$ cat src/rtl/dbg_mode_pkg.sv
package dbg_mode_pkg;

  typedef enum logic [1:0] {
    MODE_NORMAL  = 2'd0,
    MODE_POWERUP = 2'd1,
    MODE_DEBUG   = 2'd2
  } modeState_t;

  typedef struct packed {
    logic pwrCntClr;
    logic pwrCntInc;
  } dpStrobes_t;

endpackage

$ cat src/rtl/dbg_mode_sync.sv
module dbg_mode_sync #(
  parameter int WIDTH  = 2,
  parameter int STAGES = 2
) (
  input  logic             clk,
  input  logic             rstN,
  input  logic [WIDTH-1:0] asyncIn,
  output logic [WIDTH-1:0] syncOut
);

  for (genvar b = 0; b < WIDTH; b++) begin : gBit
    logic [STAGES-1:0] chain;
    always_ff @(posedge clk or negedge rstN) begin
      if (!rstN) chain <= '0;
      else       chain <= {chain[STAGES-2:0], asyncIn[b]};
    end
    assign syncOut[b] = chain[STAGES-1];
  end

endmodule

$ cat src/rtl/dbg_mode_dp.sv
module dbg_mode_dp
  import dbg_mode_pkg::*;
#(
  parameter int PWRUP_EDGES = 100,
  parameter int HOLD_CYCLES = 20000
) (
  input  logic       clk,
  input  logic       rstN,
  input  logic       clkS,
  input  logic       ioS,
  input  logic       hardRstEn,
  input  dpStrobes_t stb,
  output logic       riseHigh,
  output logic       pwrDone,
  output logic       holdHit,
  output logic       hardRstPulse
);

  localparam int PW = $clog2(PWRUP_EDGES + 1);
  localparam int HW = $clog2(HOLD_CYCLES + 1);
  localparam logic [PW-1:0] PWR_LIMIT  = PW'(PWRUP_EDGES);
  localparam logic [HW-1:0] HOLD_LIMIT = HW'(HOLD_CYCLES);

  logic          clkPrev;
  logic [PW-1:0] pwrCnt;
  logic [HW-1:0] lowCnt;
  logic          lowCond;

  always_ff @(posedge clk or negedge rstN) begin
    if (!rstN) clkPrev <= 1'b0;
    else       clkPrev <= clkS;
  end

  assign riseHigh = clkS && !clkPrev && ioS;
  assign pwrDone  = (pwrCnt == PWR_LIMIT);

  // counts qualifying preamble edges while the debug domain powers up
  always_ff @(posedge clk or negedge rstN) begin
    if (!rstN)                              pwrCnt <= '0;
    else if (stb.pwrCntClr)                 pwrCnt <= '0;
    else if (stb.pwrCntInc && riseHigh && !pwrDone) pwrCnt <= pwrCnt + 1'b1;
  end

  // low-hold detector: restarts whenever a line is high or hard reset is off
  assign lowCond = hardRstEn && !clkS && !ioS;
  assign holdHit = lowCond && (lowCnt == HOLD_LIMIT - 1'b1);

  always_ff @(posedge clk or negedge rstN) begin
    if (!rstN)                    lowCnt <= '0;
    else if (!lowCond)            lowCnt <= '0;
    else if (lowCnt != HOLD_LIMIT) lowCnt <= lowCnt + 1'b1;
  end

  always_ff @(posedge clk or negedge rstN) begin
    if (!rstN) hardRstPulse <= 1'b0;
    else       hardRstPulse <= holdHit;
  end

endmodule

$ cat src/rtl/dbg_mode_fsm.sv
module dbg_mode_fsm
  import dbg_mode_pkg::*;
(
  input  logic       clk,
  input  logic       rstN,
  input  logic       riseHigh,
  input  logic       pwrDone,
  input  logic       holdHit,
  input  logic       ctrlClearStb,
  output dpStrobes_t stb,
  output logic       inDebug,
  output logic       ready
);

  modeState_t state, stateNext;

  always_ff @(posedge clk or negedge rstN) begin
    if (!rstN) state <= MODE_NORMAL;
    else       state <= stateNext;
  end

  always_comb begin
    stateNext = state;
    stb       = '0;
    unique case (state)
      MODE_NORMAL: begin
        stb.pwrCntClr = 1'b1;
        if (riseHigh) stateNext = MODE_POWERUP;
      end
      MODE_POWERUP: begin
        stb.pwrCntInc = 1'b1;
        if (ctrlClearStb) stateNext = MODE_NORMAL;
        else if (pwrDone) stateNext = MODE_DEBUG;
      end
      MODE_DEBUG: begin
        if (ctrlClearStb) stateNext = MODE_NORMAL;
      end
      default: stateNext = MODE_NORMAL;
    endcase
    if (holdHit) stateNext = MODE_NORMAL;
  end

  assign inDebug = (state != MODE_NORMAL);
  assign ready   = (state == MODE_DEBUG);

endmodule

$ cat src/rtl/dbg_mode_ctrl.sv
module dbg_mode_ctrl
  import dbg_mode_pkg::*;
#(
  parameter int PWRUP_EDGES = 100,
  parameter int HOLD_CYCLES = 20000
) (
  input  logic clk,
  input  logic rstN,
  input  logic swdClk,
  input  logic swdIo,
  input  logic hardRstEn,
  input  logic ctrlClearStb,
  output logic debugMode,
  output logic pwrUpReq,
  output logic dbgReady,
  output logic sysResetN,
  output logic hardRstPulse
);

  logic [1:0] pinsS;
  logic       riseHigh, pwrDone, holdHit, inDebug, ready;
  dpStrobes_t stb;

  dbg_mode_sync #(.WIDTH(2), .STAGES(2)) uSync (
    .clk(clk), .rstN(rstN),
    .asyncIn({swdClk, swdIo}),
    .syncOut(pinsS)
  );

  dbg_mode_dp #(.PWRUP_EDGES(PWRUP_EDGES), .HOLD_CYCLES(HOLD_CYCLES)) uDp (
    .clk(clk), .rstN(rstN),
    .clkS(pinsS[1]), .ioS(pinsS[0]),
    .hardRstEn(hardRstEn), .stb(stb),
    .riseHigh(riseHigh), .pwrDone(pwrDone),
    .holdHit(holdHit), .hardRstPulse(hardRstPulse)
  );

  dbg_mode_fsm uFsm (
    .clk(clk), .rstN(rstN),
    .riseHigh(riseHigh), .pwrDone(pwrDone), .holdHit(holdHit),
    .ctrlClearStb(ctrlClearStb),
    .stb(stb), .inDebug(inDebug), .ready(ready)
  );

  assign debugMode = inDebug;
  assign pwrUpReq  = inDebug;
  assign dbgReady  = ready;
  assign sysResetN = !hardRstPulse && (inDebug || pinsS[0]);

endmodule

$ cat config.mk
export PLATFORM = sky130hd
export DESIGN_NAME = dbg_mode_ctrl
export DESIGN_NICKNAME = d
export VERILOG_FILES = /design/src/rtl/dbg_mode_pkg.sv /design/src/rtl/dbg_mode_sync.sv /design/src/rtl/dbg_mode_dp.sv /design/src/rtl/dbg_mode_fsm.sv /design/src/rtl/dbg_mode_ctrl.sv
export SDC_FILE = /design/constraint.sdc
export NUM_CORES = 1
export LEC_CHECK = 0
export ABC_AREA = 1
export BUFFER_PORTS_ARGS = -buffer_cell sky130_fd_sc_hd__buf_4
export CAP_MARGIN = 20
export CORE_ASPECT_RATIO = 1.25
export CORE_MARGIN = 10
export CORE_UTILIZATION = 64
export DETAILED_ROUTE_END_ITERATION = 12
export PLACE_DENSITY_LB_ADDON = 0.3
export SLEW_MARGIN = 20
export SYNTH_ARGS = -nofsm -noshare
export SYNTH_HDL_FRONTEND = slang
export SYNTH_HIERARCHICAL = 1
export SYNTH_SLANG_ARGS = --single-unit
$ cat constraint.sdc
create_clock -name clk -period 2.44 [get_ports clk]
set_clock_uncertainty 0.05 [all_clocks]
set_input_delay 0 -clock clk [delete_from_list [all_inputs] [get_ports clk]]
set_output_delay 0 -clock clk [all_outputs]
set_load 0.01 [all_outputs]
==> results of run 1 <==
==> critical path: stages, from the launching register on <==
cell,delay [ns]
dfrtp_1,0.39
inv_1,0.11
nand3_1,0.11
nor2_1,0.24
and3_1,0.30
nor2_2,0.08
nand2_1,0.09
nand2_1,0.06
o21ai_1,0.11
==> final timing paths <==
path	end	start	slack, ns
worst max-delay path	uFsm/state[0]	uDp/lowCnt[13]	0.87
worst min-delay path	uFsm/state[1]	rstN	0.07
worst max register to register	uFsm/state[0]	uDp/lowCnt[13]	0.87
worst min register to register	uDp/clkPrev	uSync/gBit[1].chain[1]	0.31
max in group asynchronous	uDp/lowCnt[6]	rstN	1.98
min in group clk	uSync/gBit[1].chain[0]	swdClk	0.28
==> through the flow <==
stage / cells / total power [W]
2_1_floorplan: 221 / 0.000667
3_3_place_gp: 261 / 0.000726
3_5_place_dp: 261 / 0.000735
4_1_cts: 274 / 0.00106
5_1_grt: 274 / 0.00110
6_report: 274 / 0.00104
==> cells by family (layout without fill, tap and decap cells) <==
logic type | Yosys count | count (layout) | share of synthesized area [%]
compound gates | 15 | 15 | 4.89
xor+xnor | 3 | 3 | 1.58
fa+ha+maj | 5 | 5 | 3.77
buf+inv | 34 | 54 | 8.43
flops | 30 | 30 | 45.2
simple gates | 134 | 134 | 36.1
==> per-layer routing <==
layer | vias up | GRT usage, % | routed length, microns
li1 | 735 | - | -
met1 | 697 | 15.4 | 1480
met2 | 49 | 28.7 | 2030
met3 | 6 | 5.52 | 179
met4 | 0 | 7.94 | 46
met5 | - | 0 | 0
==> state kept, by name, summed over array words and instances, names as in the netlist <==
| register | flops |
|---|---|
| uDp/lowCnt | 15 |
| uDp/pwrCnt | 7 |
| uSync/gBit.chain | 4 |
| uFsm/state | 2 |
| uDp/clkPrev | 1 |
| uDp/hardRstPulse | 1 |
==> power by group <==
part	internal (W)	leakage (nW)	total [W]	switching, W
Sequential	0.000513	0.405	0.000530	0.0000173
Combinational	0.0000730	0.455	0.000203	0.000130
Clock	0.000139	0.0353	0.000306	0.000167
Total	0.000725	0.895	0.00104	0.000315
==> cells in the mapped netlist (3+ instances only) <==
cell type / count
ha_1: 5
nand4_1: 8
nand3_1: 23
nand2_1: 58
xor2_1: 3
a21oi_1: 8
dfrtp_1: 30
inv_1: 29
buf_4: 3
nor2_2: 5
o21ai_0: 3
nor3_1: 4
nor2_4: 3
nor2_1: 30
==> cell type report <==
cell class	instances	area, sq um	share of cell area [%]
clock buffers	7	55.1	2.95
multi-input cells	157	771	41.3
clock inverters	1	5.00	0.268
well taps	33	41.3	2.21
flip-flops and latches	30	751	40.2
inverters	30	113	6.03
repair buffers	16	133	7.10
==> results.json, run 1 <==
{
  "antenna_cells": 0,
  "slew_violations": 0,
  "cts_buffer_depth": 2,
  "dpl-instance-area_sq_mm": 0.00176,
  "synth_edf_count": 0,
  "drc_errors": 0,
  "grt_pass1_vias": 1450,
  "relSlewSlack_pct": 74.5,
  "clkSinkCount": 30,
  "htreeDepth": 2,
  "setup_tns_ns": 0,
  "worstPathMaxFanout": 4,
  "maxCapViolations": 0,
  "max_freq_mhz": 636,
  "die_y_microns": 77.0,
  "setup_viol": 0,
  "postCtsHoldBufs": 5,
  "drive_above_1_share_pct": 11.6,
  "vdd_ir_drop_max_mv": 0.547,
  "dpl.hpwl_microns": 2690,
  "layout_common_cells": "nand2_1, nor2_1, dfrtp_1, inv_1, nand3_1",
  "port_buffers": 10,
  "dieArea_sq_mm": 0.00505,
  "start_util_pct": 67.8,
  "clk_latency_ns": 0.34,
  "coreArea_sq_mm": 0.00245,
  "overflow": 0,
  "antenna_found_initial": 0,
  "reg2regPathDepth": 8,
  "rows": 20,
  "die_x_microns": 65.6,
  "grt_pass1_wl_microns": 6270,
  "gp_congestion": 0.944,
  "postLayoutCellArea_sq_mm": 0.00187,
  "path_clk_slew_ns": 0.10,
  "critPathKind": "reg -> reg",
  "nets": 251,
  "synth.avg_cell_area_sq_um": 7.52,
  "ys_types": 23,
  "hold_viol": 0,
  "numCtsBuffers": 5,
  "yosys_warnings": 6,
  "whs_ns": 0.0652,
  "endpoint_kind": "flip-flop",
  "min_path_type": "in -> async",
  "rsz0062_at_grt": "false",
  "synth_cells": 221,
  "ys_top_cells_by_area": "dfrtp_1, nand2_1, nand3_1",
  "fin_crit_ns": 1.57,
  "drt_iter0_drc": 180,
  "post-route-util_pct": 76.2,
  "vias_per_cell": 5.43,
  "power.leakage_nw": 0.895,
  "crit_path_start_kind": "flip-flop",
  "ys.flop_type": "dfrtp_1",
  "synthArstFlopShare_pct": 100,
  "crit_required_ns": 2.66,
  "seq_area_frac_synth_pct": 45.2,
  "area_growth_pct": 12.4,
  "worst_slew_pin_slew_ns": 0.382,
  "ant_nets": 0,
  "first_pass_iters": 4,
  "period_share_pct": 64.4,
  "grt_max_degree": 31,
  "setup_ws_ns": 0.869,
  "p_per_area_mw_per_mm2": 557,
  "post_drt_wl_per_cell_microns": 13.6,
  "synthesis.area_sq_mm": 0.00166,
  "outcome": "complete, no violations",
  "grt_use_total_pct": 16.0,
  "synth_top_area_cell": "dfrtp_1",
  "nFillCells": 207,
  "vias": 1487,
  "cts_resized": 0,
  "synth_top_area_share_pct": 45.2,
  "syn_nets": 232,
  "layout_commonest_cell": "nand2_1",
  "ys_seq_elements": 30,
  "io_pins": 11,
  "root_buffer": "clkbuf_4",
  "cts_setup_buffers": 0,
  "critical_path_arrival_ns": 1.80,
  "dpl_worst_slack_ns": 0.907,
  "tritoncts": "done",
  "routed_wl_microns": 3730
}
No activity file was read; power rests on OpenSTA's default activity.
==> inputs of run 2 (changes only) <==
--- a/config.mk
+++ b/config.mk
@@ -5,12 +5,12 @@
 export SDC_FILE = /design/constraint.sdc
 export NUM_CORES = 1
 export LEC_CHECK = 0
-export ABC_AREA = 1
+export ABC_AREA = 0
 export BUFFER_PORTS_ARGS = -buffer_cell sky130_fd_sc_hd__buf_4
 export CAP_MARGIN = 20
 export CORE_ASPECT_RATIO = 1.25
 export CORE_MARGIN = 10
-export CORE_UTILIZATION = 64
+export CORE_UTILIZATION = 53
 export DETAILED_ROUTE_END_ITERATION = 12
 export PLACE_DENSITY_LB_ADDON = 0.3
 export SLEW_MARGIN = 20
==> constraint.sdc (replaced) <==
create_clock -name clk -period 1.4 [get_ports clk]
set_clock_uncertainty 0.05 [all_clocks]
set_input_delay 0 -clock clk [delete_from_list [all_inputs] [get_ports clk]]
set_output_delay 0 -clock clk [all_outputs]
set_load 0.01 [all_outputs]
==> run 2 against run 1 <==
  * The run now ends with setup timing left
  * Hold slack better by 0.017 ns
  * Via count grew 10%
  * Maximum frequency down 5.4%
  * Non-clock buffer count increased by 46
  * Area after synthesis is 0.83% lower
  * Clock-buffer cell count shrank 2
  * Setup slack worse by 1.1 ns
  * Cell count down 4.4%
  * Synthesized cell count decreased by 27%
  * Clock power rose by 120%
  * Routed wire length rose by 45%
  * Largest power group unchanged
==> results.json, run 2 <==
{
  "dieArea_sq_mm": 0.00575,
  "slew_violations": 0,
  "ys_top_cells_by_area": "dfrtp_1, ha_1, mux2i_1",
  "maxCapViolations": 0,
  "largest_reg_flops": 15,
  "dpl-instance-area_sq_mm": 0.00201,
  "grt_max_degree": 31,
  "synth.most_common_cell": "dfrtp_1",
  "overflow": 0,
  "syn_nets": 173,
  "setup_tns_ns": -3.20,
  "rows": 22,
  "relSlewSlack_pct": 73.4,
  "synthArstFlopShare_pct": 100,
  "clk_latency_ns": 0.33,
  "r2r_slack_ns": -0.26,
  "dpl.hpwl_microns": 2740,
  "drive_above_1_share_pct": 54.9,
  "power.leakage_nw": 1.07,
  "antenna_cells": 0,
  "ys.flop_type": "dfrtp_1",
  "crit_path_start_kind": "flip-flop",
  "post_drt_wl_per_cell_microns": 20.7,
  "ys_top_cells_by_count": "dfrtp_1, nand2_1, inv_1",
  "synth_top_area_cell": "dfrtp_1",
  "vdd_ir_drop_max_mv": 0.930,
  "clkSinkCount": 30,
  "dp_cells": 235,
  "endpoint_kind": "flip-flop",
  "yosys_warnings": 6,
  "htreeDepth": 2,
  "ys_seq_elements": 30,
  "reg_top3": "uDp/lowCnt (15), uDp/pwrCnt (7), uSync/gBit.chain (4)",
  "seq_area_frac_synth_pct": 45.6,
  "die_x_microns": 69.9,
  "max_freq_mhz": 602,
  "drc_errors": 0,
  "setup_viol": 21,
  "start_util_pct": 55.4,
  "port_buffers": 10,
  "critPathKind": "reg -> reg",
  "synthesis.area_sq_mm": 0.00165,
  "grt_use_total_pct": 16.7,
  "whs_ns": 0.0818,
  "worst_slew_pin_slew_ns": 0.399,
  "cts_buffer_depth": 2,
  "p_per_area_mw_per_mm2": 670,
  "drt_iter0_drc": 150,
  "layout_common_cells": "buf_4, dfrtp_1, nand2_1, buf_6, nor2_1",
  "dpl_worst_slack_ns": -0.272,
  "outcome": "finished, violations left",
  "synth_top_area_share_pct": 45.6,
  "postLayoutCellArea_sq_mm": 0.00260,
  "vias_per_cell": 6.25,
  "synth_cells": 162,
  "antenna_found_initial": 0,
  "largest-register": "uDp/lowCnt",
  "root_buffer": "clkbuf_4",
  "numCtsBuffers": 5,
  "tritoncts": "done",
  "path_clk_slew_ns": 0.10,
  "layoutNonFillerInstCount": 262,
  "crit_required_ns": 1.60,
  "synth_edf_count": 0,
  "rsz0062_at_grt": "true",
  "coreArea_sq_mm": 0.00297,
  "area_growth_pct": 57.7,
  "gp_congestion": 0.826,
  "hold_viol": 0,
  "grt_pass1_wl_microns": 7770,
  "worstPathMaxFanout": 3,
  "routed_wl_microns": 5420,
  "vias": 1638,
  "synth.avg_cell_area_sq_um": 10.2,
  "io_pins": 11,
  "layout_commonest_cell": "buf_4",
  "violations": "setup timing",
  "fin_crit_ns": 1.66,
  "nets": 236,
  "grt_pass1_vias": 1613,
  "min_path_type": "in -> async",
  "setup_ws_ns": -0.260,
  "ys_types": 43,
  "die_y_microns": 82.3,
  "first_pass_iters": 4,
  "critical_path_arrival_ns": 1.86,
  "period_share_pct": 119,
  "ant_nets": 0
}
-- run 2: cell types whose count changed after synthesis, moves of 3 or more --
cell	before	now
nor2_1	30	9
nand2b_1	0	6
nor2_4	3	0
nor4_1	0	6
nand3_1	23	7
mux2i_1	0	6
o31ai_1	0	7
inv_1	29	11
nand2_1	58	16
nor2_2	5	0
or4_1	0	6
nand4_1	8	3
nor3_1	4	0
-- run 2: area by class of cell --
class                      count  area [sq um]
timing repair buffer          62           529
fill                         130           374
sequential                    30           756
tap                           36          45.0
multi-input combinational    115          1140
inverter                      11          47.5
clock buffer                   5          37.5
clock inverter                 3          40.0
-- run 2: cell families after synthesis --
logic type	after synthesis	share of synthesized area, %
xor+xnor	2	1.06
mux	8	5.01
compound gates	28	12.8
buf+inv	17	5.09
flops	30	45.6
simple gates	72	26.7
fa+ha+maj	5	3.80
-- run 2: metal layers --
| layer | vias to the layer above | part of all wire, % | GRT usage (%) |
|---|---|---|---|
| li1 | 715 | - | - |
| met4 | 0 | 3.4 | 6.13 |
| met1 | 819 | 37 | 17.2 |
| met3 | 27 | 5.6 | 4.06 |
| met5 | - | 0 | 0 |
| met2 | 77 | 54 | 32.2 |
-- run 2: path summary, 6_finish.rpt --
| check | start | to | cells past startpoint |
|---|---|---|---|
| max | uDp/pwrCnt[1] | uFsm/state[0] | 6 |
| min | rstN | uDp/pwrCnt[2] | 2 |
| max reg2reg | uDp/pwrCnt[1] | uFsm/state[0] | 6 |
| min reg2reg | uSync/gBit[1].chain[0] | uSync/gBit[1].chain[1] | 0 |
| max in group asynchronous | rstN | uDp/lowCnt[0] | 2 |
| min in group clk | hardRstEn | uDp/lowCnt[7] | 3 |
-- run 2: metrics by stage --
step	total power [W]	util, %
final	0.00174	87.4
after global routing	0.00180	87.4
after CTS	0.00173	78.2
after detailed placement	0.00102	67.6
after global placement	0.00102	67.6
after floorplan	0.000959	-
-- run 2: power by group --
group | switching [W] | total [W] | internal, W | leakage [nW]
Combinational | 0.0000847 | 0.000174 | 0.0000888 | 0.625
Clock | 0.000306 | 0.000676 | 0.000370 | 0.0450
Sequential | 0.0000129 | 0.000891 | 0.000878 | 0.401
-- run 2: repair_timing --
item,in CTS,in global routing
pin swaps,16,22
resized for setup,37,40
hold buffers,4,0
hold endpoints to repair,34,0
setup endpoints to repair,22,27
buffers inserted,9,10
-- run 2: worst max-delay path, stage by stage, from the launching register on --
cell and delay, ns:
dfrtp_1 0.38, inv_1 0.07, ha_4 0.15, and4bb_4 0.21, and3_4 0.15, or3b_1 0.36
a211oi_2 0.21
